===== config.mk =====
export PLATFORM = sky130hd
export DESIGN_NAME = gcr_swreset_det
export DESIGN_NICKNAME = d
export VERILOG_FILES = /design/src/rtl/gcr_pkg.sv /design/src/rtl/gcr_addr_match.sv /design/src/rtl/gcr_code_match.sv /design/src/rtl/gcr_seq.sv /design/src/rtl/gcr_swreset_det.sv
export SDC_FILE = /design/constraint.sdc
export NUM_CORES = 1
export LEC_CHECK = 0
export BUFFER_PORTS_ARGS = -buffer_cell sky130_fd_sc_hd__buf_2
export CAP_MARGIN = 20
export CORE_AREA = 4 4 41 43
export CTS_CLUSTER_DIAMETER = 80
export DETAILED_ROUTE_END_ITERATION = 16
export DIE_AREA = 0 0 45 47
export PLACE_DENSITY = 0.49
export SLEW_MARGIN = 20
export SYNTH_ARGS = -nofsm -noshare
export SYNTH_HDL_FRONTEND = slang
export SYNTH_SLANG_ARGS = --single-unit

===== constraint.sdc =====
create_clock -name clk -period 3.4 [get_ports clk]
set_clock_uncertainty 0.15 [all_clocks]
set_input_delay 0.68 -clock clk [delete_from_list [all_inputs] [get_ports clk]]
set_output_delay 0.68 -clock clk [all_outputs]
set_load 0.1 [all_outputs]

===== src/rtl/gcr_pkg.sv =====
package gcr_pkg;
  typedef enum logic [2:0] {
    ST_IDLE  = 3'd0,
    ST_ADDR  = 3'd1,
    ST_DATA  = 3'd2,
    ST_ARMED = 3'd3,
    ST_DEAD  = 3'd4
  } gcr_state_e;
endpackage


===== src/rtl/gcr_addr_match.sv =====
module gcr_addr_match #(
  parameter int unsigned BYTE_W  = 8,
  parameter int unsigned GC_ADDR = 0
) (
  input  logic [BYTE_W-1:0] byte_i,
  output logic              gc_wr_o
);
  localparam int unsigned AW = BYTE_W - 1;
  localparam logic [AW-1:0] GC_VAL = AW'(GC_ADDR);

  // address lives above the R/W flag; only the write form qualifies
  always_comb begin
    gc_wr_o = (byte_i[BYTE_W-1:1] == GC_VAL) && !byte_i[0];
  end
endmodule


===== src/rtl/gcr_code_match.sv =====
module gcr_code_match #(
  parameter int unsigned BYTE_W = 8,
  parameter int unsigned CODE   = 6
) (
  input  logic [BYTE_W-1:0] byte_i,
  output logic              hit_o
);
  localparam logic [BYTE_W-1:0] CODE_VAL = BYTE_W'(CODE);

  always_comb begin
    hit_o = (byte_i == CODE_VAL);
  end
endmodule


===== src/rtl/gcr_seq.sv =====
module gcr_seq
  import gcr_pkg::*;
(
  input  logic clk,
  input  logic rst_n,
  input  logic start_i,
  input  logic stop_i,
  input  logic addr_v_i,
  input  logic data_v_i,
  input  logic gc_wr_i,
  input  logic code_ok_i,
  output logic ack_valid_o,
  output logic ack_o,
  output logic swrst_o
);
  gcr_state_e st_q, st_d;
  logic       st_en;
  logic       ackv_d, ack_d, swrst_d;

  // next-state and decision logic; stop outranks start, both outrank bytes
  always_comb begin
    st_d    = st_q;
    ackv_d  = 1'b0;
    ack_d   = 1'b0;
    swrst_d = 1'b0;
    if (stop_i) begin
      st_d    = ST_IDLE;
      swrst_d = (st_q == ST_ARMED);
    end else if (start_i) begin
      st_d = ST_ADDR;
    end else if (addr_v_i) begin
      ackv_d = 1'b1;
      if ((st_q == ST_ADDR) && gc_wr_i) begin
        ack_d = 1'b1;
        st_d  = ST_DATA;
      end else begin
        st_d = ST_DEAD;
      end
    end else if (data_v_i) begin
      ackv_d = 1'b1;
      if ((st_q == ST_DATA) && code_ok_i) begin
        ack_d = 1'b1;
        st_d  = ST_ARMED;
      end else begin
        st_d = ST_DEAD;
      end
    end
  end

  assign st_en = stop_i | start_i | addr_v_i | data_v_i;

  always_ff @(posedge clk or negedge rst_n) begin
    if (!rst_n) begin
      st_q <= ST_IDLE;
    end else if (st_en) begin
      st_q <= st_d;
    end
  end

  always_ff @(posedge clk or negedge rst_n) begin
    if (!rst_n) begin
      ack_valid_o <= 1'b0;
      ack_o       <= 1'b0;
      swrst_o     <= 1'b0;
    end else begin
      ack_valid_o <= ackv_d;
      ack_o       <= ack_d;
      swrst_o     <= swrst_d;
    end
  end

  p_pulse_single_r7: assert property (@(posedge clk) disable iff (!rst_n)
    swrst_o |=> !swrst_o);
  p_pulse_cause_r7: assert property (@(posedge clk) disable iff (!rst_n)
    swrst_o |-> ($past(stop_i) && ($past(st_q) == ST_ARMED)));
  p_ack_in_valid_r10: assert property (@(posedge clk) disable iff (!rst_n)
    ack_o |-> ack_valid_o);
  p_ackv_cause_r9: assert property (@(posedge clk) disable iff (!rst_n)
    ack_valid_o |-> ($past(addr_v_i || data_v_i) && !$past(start_i || stop_i)));
  p_data_ack_r4: assert property (@(posedge clk) disable iff (!rst_n)
    (ack_o && $past(data_v_i)) |-> $past(code_ok_i));
  p_addr_ack_r2: assert property (@(posedge clk) disable iff (!rst_n)
    (ack_o && $past(addr_v_i)) |-> ($past(gc_wr_i) && ($past(st_q) == ST_ADDR)));
endmodule


===== src/rtl/gcr_swreset_det.sv =====
module gcr_swreset_det #(
  parameter int unsigned BYTE_W  = 8,
  parameter int unsigned GC_ADDR = 0,
  parameter int unsigned CODE    = 6
) (
  input  logic              clk,
  input  logic              rst_n,
  input  logic              start_i,
  input  logic              stop_i,
  input  logic              addr_v_i,
  input  logic [BYTE_W-1:0] addr_i,
  input  logic              data_v_i,
  input  logic [BYTE_W-1:0] data_i,
  output logic              ack_valid_o,
  output logic              ack_o,
  output logic              swrst_o
);
  logic gc_wr, code_ok;

  gcr_addr_match #(.BYTE_W(BYTE_W), .GC_ADDR(GC_ADDR)) u_addr (
    .byte_i (addr_i),
    .gc_wr_o(gc_wr)
  );

  gcr_code_match #(.BYTE_W(BYTE_W), .CODE(CODE)) u_code (
    .byte_i(data_i),
    .hit_o (code_ok)
  );

  gcr_seq u_seq (
    .clk        (clk),
    .rst_n      (rst_n),
    .start_i    (start_i),
    .stop_i     (stop_i),
    .addr_v_i   (addr_v_i),
    .data_v_i   (data_v_i),
    .gc_wr_i    (gc_wr),
    .code_ok_i  (code_ok),
    .ack_valid_o(ack_valid_o),
    .ack_o      (ack_o),
    .swrst_o    (swrst_o)
  );
endmodule


==> impl_metrics.tcl, run 1 <==
set metrics [dict create \
    htree_levels 1 \
    gp_congestion 0.717 \
    area_growth_pct 50.4 \
    gr-total-overflow 0 \
    routed_wl_um 839 \
    crit_arrival_ps 970 \
    post_cts_resized 0 \
    die_area_um2 2120 \
    avgSynthCellArea_um2 11.9 \
    cts_setup_buffers 0 \
    vias 340 \
    fill_cells 159 \
    min_period_over_period_pct 52.8 \
    final.setup.tns_ps 0 \
    synth_warnings 0 \
    multi_input_area_um2 170 \
    crit_buf_inv 1 \
    clock_latency_ps 240 \
    fmax_mhz 557 \
    cts_buffer_depth 2 \
    slew_headroom_pct 67.9 \
    die_y_um 47 \
    dieWidth_um 45 \
    clock-sinks 6 \
    timing_worst_setup_path_type "reg -> out" \
    wl_per_cell_um 12.2 \
    hold_viol_final 0 \
    synthTopCellsByArea "dfrtp_1 (47%), nor4b_2 (14%), and4bb_2 (3.9%)" \
    worstMarginPinSlew_ps 485 \
    cts_root_buffer "clkbuf_4" \
    synth_area_um2 320 \
    drtIter0Drc 1 \
    postRouteAntennaNets 0 \
    io_buffer_count 24 \
    p_per_area_nw_per_um2 351 \
    rsz0062_at_grt "no" \
    syn_nets 49 \
    antenna_cells 0 \
    netlist_instances 27 \
    critPathSlowestCell "buf_2" \
    pin_count 25 \
    hp-class "in -> async" \
    cts_tree "yes" \
    synth_area_leader_cell "dfrtp_1" \
    antenna_found_initial 0 \
    grt_pass1_vias 370 \
    vias_per_cell 4.93 \
    fin_nets 78 \
    path_cells "buf_2" \
    grt_first_pass_wirelength_mm 1.46 \
    seqCellArea_um2 150 \
    cp.required_ps 2570 \
    cap_violations 0 \
    ys_seq_area_share_pct 46.9 \
    holdWs_ps 102 \
    core_area_um2 1300 \
    final_layout_size_suffix_gt1_share_pct 63.0 \
    period_needed_ps 1800 \
    slew_violations 0 \
    peakVddDrop_uv 103 \
    cts_hold_buf 0 \
    crit_path_max_fanout 1 \
    yosysUniqueCellTypes 17 \
    startpoint_type "register" \
    status "finished clean" \
    rows 13 \
    final_area_um2 482 \
    initial_core_util_pct 24.6 \
    placed_area_um2 459 \
    synth_seq_cells 6 \
    leakage_nw 0.229 \
    critPathMaxStageDelay_ps 420 \
    numCtsBuffers 3 \
    grt.total_usage_pct 10.2 \
    grt_max_degree 7 \
    finalSetupViolations 0 \
    drc 0 \
    dr.pass1.iters 4 \
    critical_path.top_delay_family "buffers and inverters" \
    synth_top_area_share_pct 46.9 \
    cts.clk_slew.worst_paths_ps 40 \
    cp-end-kind "output pin" \
    dpl.hpwl_um 723 \
]
through the flow:
| step | total power, mW | cells | setup WS [ps] | util, % |
|---|---|---|---|---|
| after floorplan | 0.0889 | 27 | 1690 | - |
| after global placement | 0.107 | 66 | 1630 | 35.3 |
| after detailed placement | 0.107 | 66 | 1590 | 35.3 |
| after CTS | 0.174 | 69 | 1580 | 37.0 |
| after global routing | 0.182 | 69 | 1570 | 37.0 |
| final | 0.169 | 69 | 1600 | 37.0 |
kinds of logic (layout without fill, tap and decap cells):
group | after synthesis | after routing | share of synthesized area (%)
AO/OA/AOI/OAI | 6 | 6 | 12.1
buffers and inverters | 0 | 27 | 0
flip-flops | 6 | 6 | 46.9
AND/OR/NAND/NOR | 15 | 15 | 41.0
area by class of cell:
| class | instances | area share, % |
|---|---|---|
| multi-input cells | 21 | 35.3 |
| flip-flops and latches | 6 | 31.2 |
| repair buffers | 24 | 24.9 |
| clock buffers | 3 | 4.68 |
| well taps | 15 | 3.90 |
flip-flops by register name, summed over array words and instances, names as in the netlist:
register           cells
u_seq.ack_valid_o      1
u_seq.st_q             3
u_seq.ack_o            1
u_seq.swrst_o          1
cell usage in the layout (no fill, tap or decap):
cell / n
a32o_1: 1
nor3_1: 1
and4b_1: 1
nor2_1: 2
and4bb_2: 1
nor4_1: 1
o21ai_0: 1
nor4b_2: 3
nand4_1: 1
nand3_1: 2
dfrtp_1: 6
or2_2: 1
a31oi_1: 1
nor3_2: 1
clkbuf_4: 3
a21oi_1: 2
a21boi_0: 1
nor4_2: 1
buf_2: 24
final timing paths:
check                           cells after the start  slack (ps)                         to                       from
worst max-delay path                                1        1600                    swrst_o    u_seq.swrst_o$_DFF_PN0_
worst min-delay path                                1         100    u_seq.swrst_o$_DFF_PN0_                      rst_n
worst max register to register                      3        2030  u_seq.st_q[2]$_DFFE_PN0P_  u_seq.st_q[1]$_DFFE_PN0P_
worst min register to register                      1         410  u_seq.st_q[2]$_DFFE_PN0P_  u_seq.st_q[2]$_DFFE_PN0P_
max in group asynchronous                           1        2860  u_seq.st_q[1]$_DFFE_PN0P_                      rst_n
min in group clk                                    1         410  u_seq.st_q[2]$_DFFE_PN0P_  u_seq.st_q[2]$_DFFE_PN0P_
report_power, final:
| part | internal [mW] | leakage (nW) | switching (mW) |
|---|---|---|---|
| Clock | 0.0398 | 0.0138 | 0.0241 |
| Sequential | 0.0740 | 0.0808 | 0.00215 |
| Combinational | 0.0141 | 0.134 | 0.0152 |
per-layer routing:
metal  routed length, um  vias to the layer above  track usage (%)
met1                 379                      146             12.4
li1                    -                      164                -
met4                  36                        0             12.3
met3                 106                        4             2.30
met2                 317                       26             13.3
met5                   0                        -                0
cells in the mapped netlist:
cell and number:
a32o_1 1, o21ai_0 1, nor4b_2 3, nand4_1 1, or2_2 1, nor3_1 1
nor4_1 1, nor4_2 1, nor3_2 1, nand3_1 2, a31oi_1 1, and4bb_2 1
and4b_1 1, nor2_1 2, a21boi_0 1, dfrtp_1 6, a21oi_1 2
Note: power is estimated with default switching activity, not from simulation.
==> inputs of run 2 (changes only) <==
--- a/config.mk
+++ b/config.mk
@@ -5,13 +5,14 @@
 export SDC_FILE = /design/constraint.sdc
 export NUM_CORES = 1
 export LEC_CHECK = 0
+export ABC_AREA = 1
 export BUFFER_PORTS_ARGS = -buffer_cell sky130_fd_sc_hd__buf_2
 export CAP_MARGIN = 20
 export CORE_AREA = 4 4 41 43
 export CTS_CLUSTER_DIAMETER = 80
 export DETAILED_ROUTE_END_ITERATION = 16
 export DIE_AREA = 0 0 45 47
-export PLACE_DENSITY = 0.49
+export PLACE_DENSITY = 0.55
 export SLEW_MARGIN = 20
 export SYNTH_ARGS = -nofsm -noshare
 export SYNTH_HDL_FRONTEND = slang
==> constraint.sdc (replaced) <==
create_clock -name clk -period 1.8 [get_ports clk]
set_clock_uncertainty 0.15 [all_clocks]
set_input_delay 0.36 -clock clk [delete_from_list [all_inputs] [get_ports clk]]
set_output_delay 0.36 -clock clk [all_outputs]
set_load 0.1 [all_outputs]
==> run 2 against run 1 <==
Effect of this change:
- sequential power grew 85%
- critical path type unchanged
- synthesized area grew 21%
- via count grew 15%
- final cell count grew 49%
- synthesized cell count grew 120%
- largest cell class unchanged
- global-route usage shrank 1.0 points
- clock power grew 91%
- worst hold slack gained 120 ps
==> impl_metrics.tcl, run 2 <==
set metrics [dict create \
    numCtsBuffers 3 \
    synth_warnings 0 \
    netlist_instances 60 \
    core_area_um2 1300 \
    synthTopCellsByArea "dfrtp_1 (39%), nand2_1 (18%), inv_1 (16%)" \
    rows 13 \
    yosysUniqueCellTypes 13 \
    critPathMaxStageDelay_ps 420 \
    crit_arrival_ps 980 \
    peakVddDrop_uv 428 \
    antenna_found_initial 0 \
    largest_reg_flops 3 \
    cts_root_buffer "clkbuf_4" \
    final_cell_mix "buf_2 (24), nand2_1 (19), inv_1 (16)" \
    period_needed_ps 1490 \
    critical_path.top_delay_family "buffers and inverters" \
    io_buffer_count 24 \
    dr.pass1.iters 4 \
    clock_latency_ps 240 \
    status "finished clean" \
    seqCellArea_um2 150 \
    critPathSlowestCell "buf_2" \
    antenna_cells 0 \
    synth_seq_cells 6 \
    r2r-start "u_seq.st_q[0]$_DFFE_PN0P_" \
    gp_congestion 0.736 \
    holdWs_ps 226 \
    dieWidth_um 45 \
    fin_ws_ps 313 \
    post_cts_resized 0 \
    synthArstFlopShare_pct 100 \
    finalSetupViolations 0 \
    cp.required_ps 1290 \
    wl_per_cell_um 8.01 \
    vias 390 \
    synth_area_leader_cell "dfrtp_1" \
    gr-total-overflow 0 \
    fin_util_pct 42.9 \
    crit_buf_inv 1 \
    synthTopCellsByCount "nand2_1 (19), inv_1 (16), nor2_1 (8)" \
    cp-end-kind "output pin" \
    startpoint_type "register" \
    grt_first_pass_wirelength_mm 1.37 \
    synth_top_area_share_pct 38.8 \
    grt.total_usage_pct 9.15 \
    timing_worst_setup_path_type "reg -> out" \
    pin_count 25 \
    min_period_over_period_pct 82.6 \
    final.setup.tns_ps 0 \
    synth_edf_count 0 \
    die_area_um2 2120 \
    routed_wl_um 825 \
    ys_seq_area_share_pct 38.8 \
    top_register "u_seq.st_q" \
    dpl_worst_slack_ps 527 \
    mostFrequentLayoutCell "buf_2" \
    worstMarginPinSlew_ps 489 \
    cap_violations 0 \
    slew_headroom_pct 67.6 \
    vias_per_cell 3.79 \
    fin_nets 112 \
    p_per_area_nw_per_um2 584 \
    synth_area_um2 387 \
    power_uw 326 \
    drtIter0Drc 10 \
    yosysMostFrequentCell "nand2_1" \
    cts_buffer_depth 2 \
    postRouteAntennaNets 0 \
    clock-sinks 6 \
    initial_core_util_pct 29.7 \
    htree_levels 1 \
    hold_start "stop_i" \
    cts.clk_slew.worst_paths_ps 50 \
    cp-startpoint "u_seq.ack_o$_DFF_PN0_" \
    hold_viol_final 0 \
    hp-class "in -> reg" \
    crit_path_max_fanout 1 \
    path_cells "buf_2" \
    final_layout_size_suffix_gt1_share_pct 38.6 \
    leakage_nw 0.365 \
    die_y_um 47 \
    avgSynthCellArea_um2 6.44 \
    grt_max_degree 7 \
    grt_pass1_vias 351 \
    fmax_mhz 673 \
    fill_cells 143 \
    dpl.hpwl_um 719 \
    drc 0 \
    cts_tree "yes" \
    slew_violations 0 \
    syn_nets 82 \
    rsz0062_at_grt "no" \
    multi_input_area_um2 173 \
    area_growth_pct 44.3 \
    synthFlopType "dfrtp_1" \
]
## run 2: area by class of cell
| class | count | share of cell area (%) |
|---|---|---|
| clock buffers | 3 | 4.04 |
| repair buffers | 25 | 23.3 |
| flip-flops and latches | 6 | 26.9 |
| multi-input cells | 37 | 30.9 |
| inverters | 17 | 11.4 |
| well taps | 15 | 3.36 |
## run 2: through the flow
stage / area (um^2) / std cells
2_1_floorplan: 387 / 60
3_3_place_gp: 526 / 99
3_5_place_dp: 526 / 99
4_1_cts: 558 / 103
5_1_grt: 558 / 103
6_report: 558 / 103
## run 2: logic make-up after synthesis
kind of cell | after synthesis | synth area share (%)
and+or+nand+nor | 37 | 44.7
DFF | 6 | 38.8
buffers and inverters | 17 | 16.5
## run 2: final timing paths
check	to	slack, ps	cells after the start
min in group asynchronous	u_seq.swrst_o$_DFF_PN0_	310	2
worst max-delay path	ack_o	310	1
worst min register to register	u_seq.st_q[2]$_DFFE_PN0P_	340	2
worst max register to register	u_seq.st_q[1]$_DFFE_PN0P_	660	7
worst min-delay path	u_seq.st_q[0]$_DFFE_PN0P_	230	4
max in group asynchronous	u_seq.st_q[2]$_DFFE_PN0P_	1050	2
## run 2: where the power goes
group	internal, mW	switching (mW)	leakage, nW
combinational	0.0281	0.0347	0.270
clock	0.0753	0.0465	0.0138
sequential	0.139	0.00195	0.0812
## run 2: what timing repair did
item	4_1_cts	5_1_grt
hold buffers	1	0
buffers inserted	0	0
endpoints found under the setup margin	0	0
hold endpoints to repair	6	0
## run 2: layer usage
layer,GRT usage [%],up-vias,part of all wire (%)
li1,-,225,-
met1,10.4,149,37
met2,14.4,16,51
met3,6.13,0,12
met4,1.75,0,0
met5,0,-,0
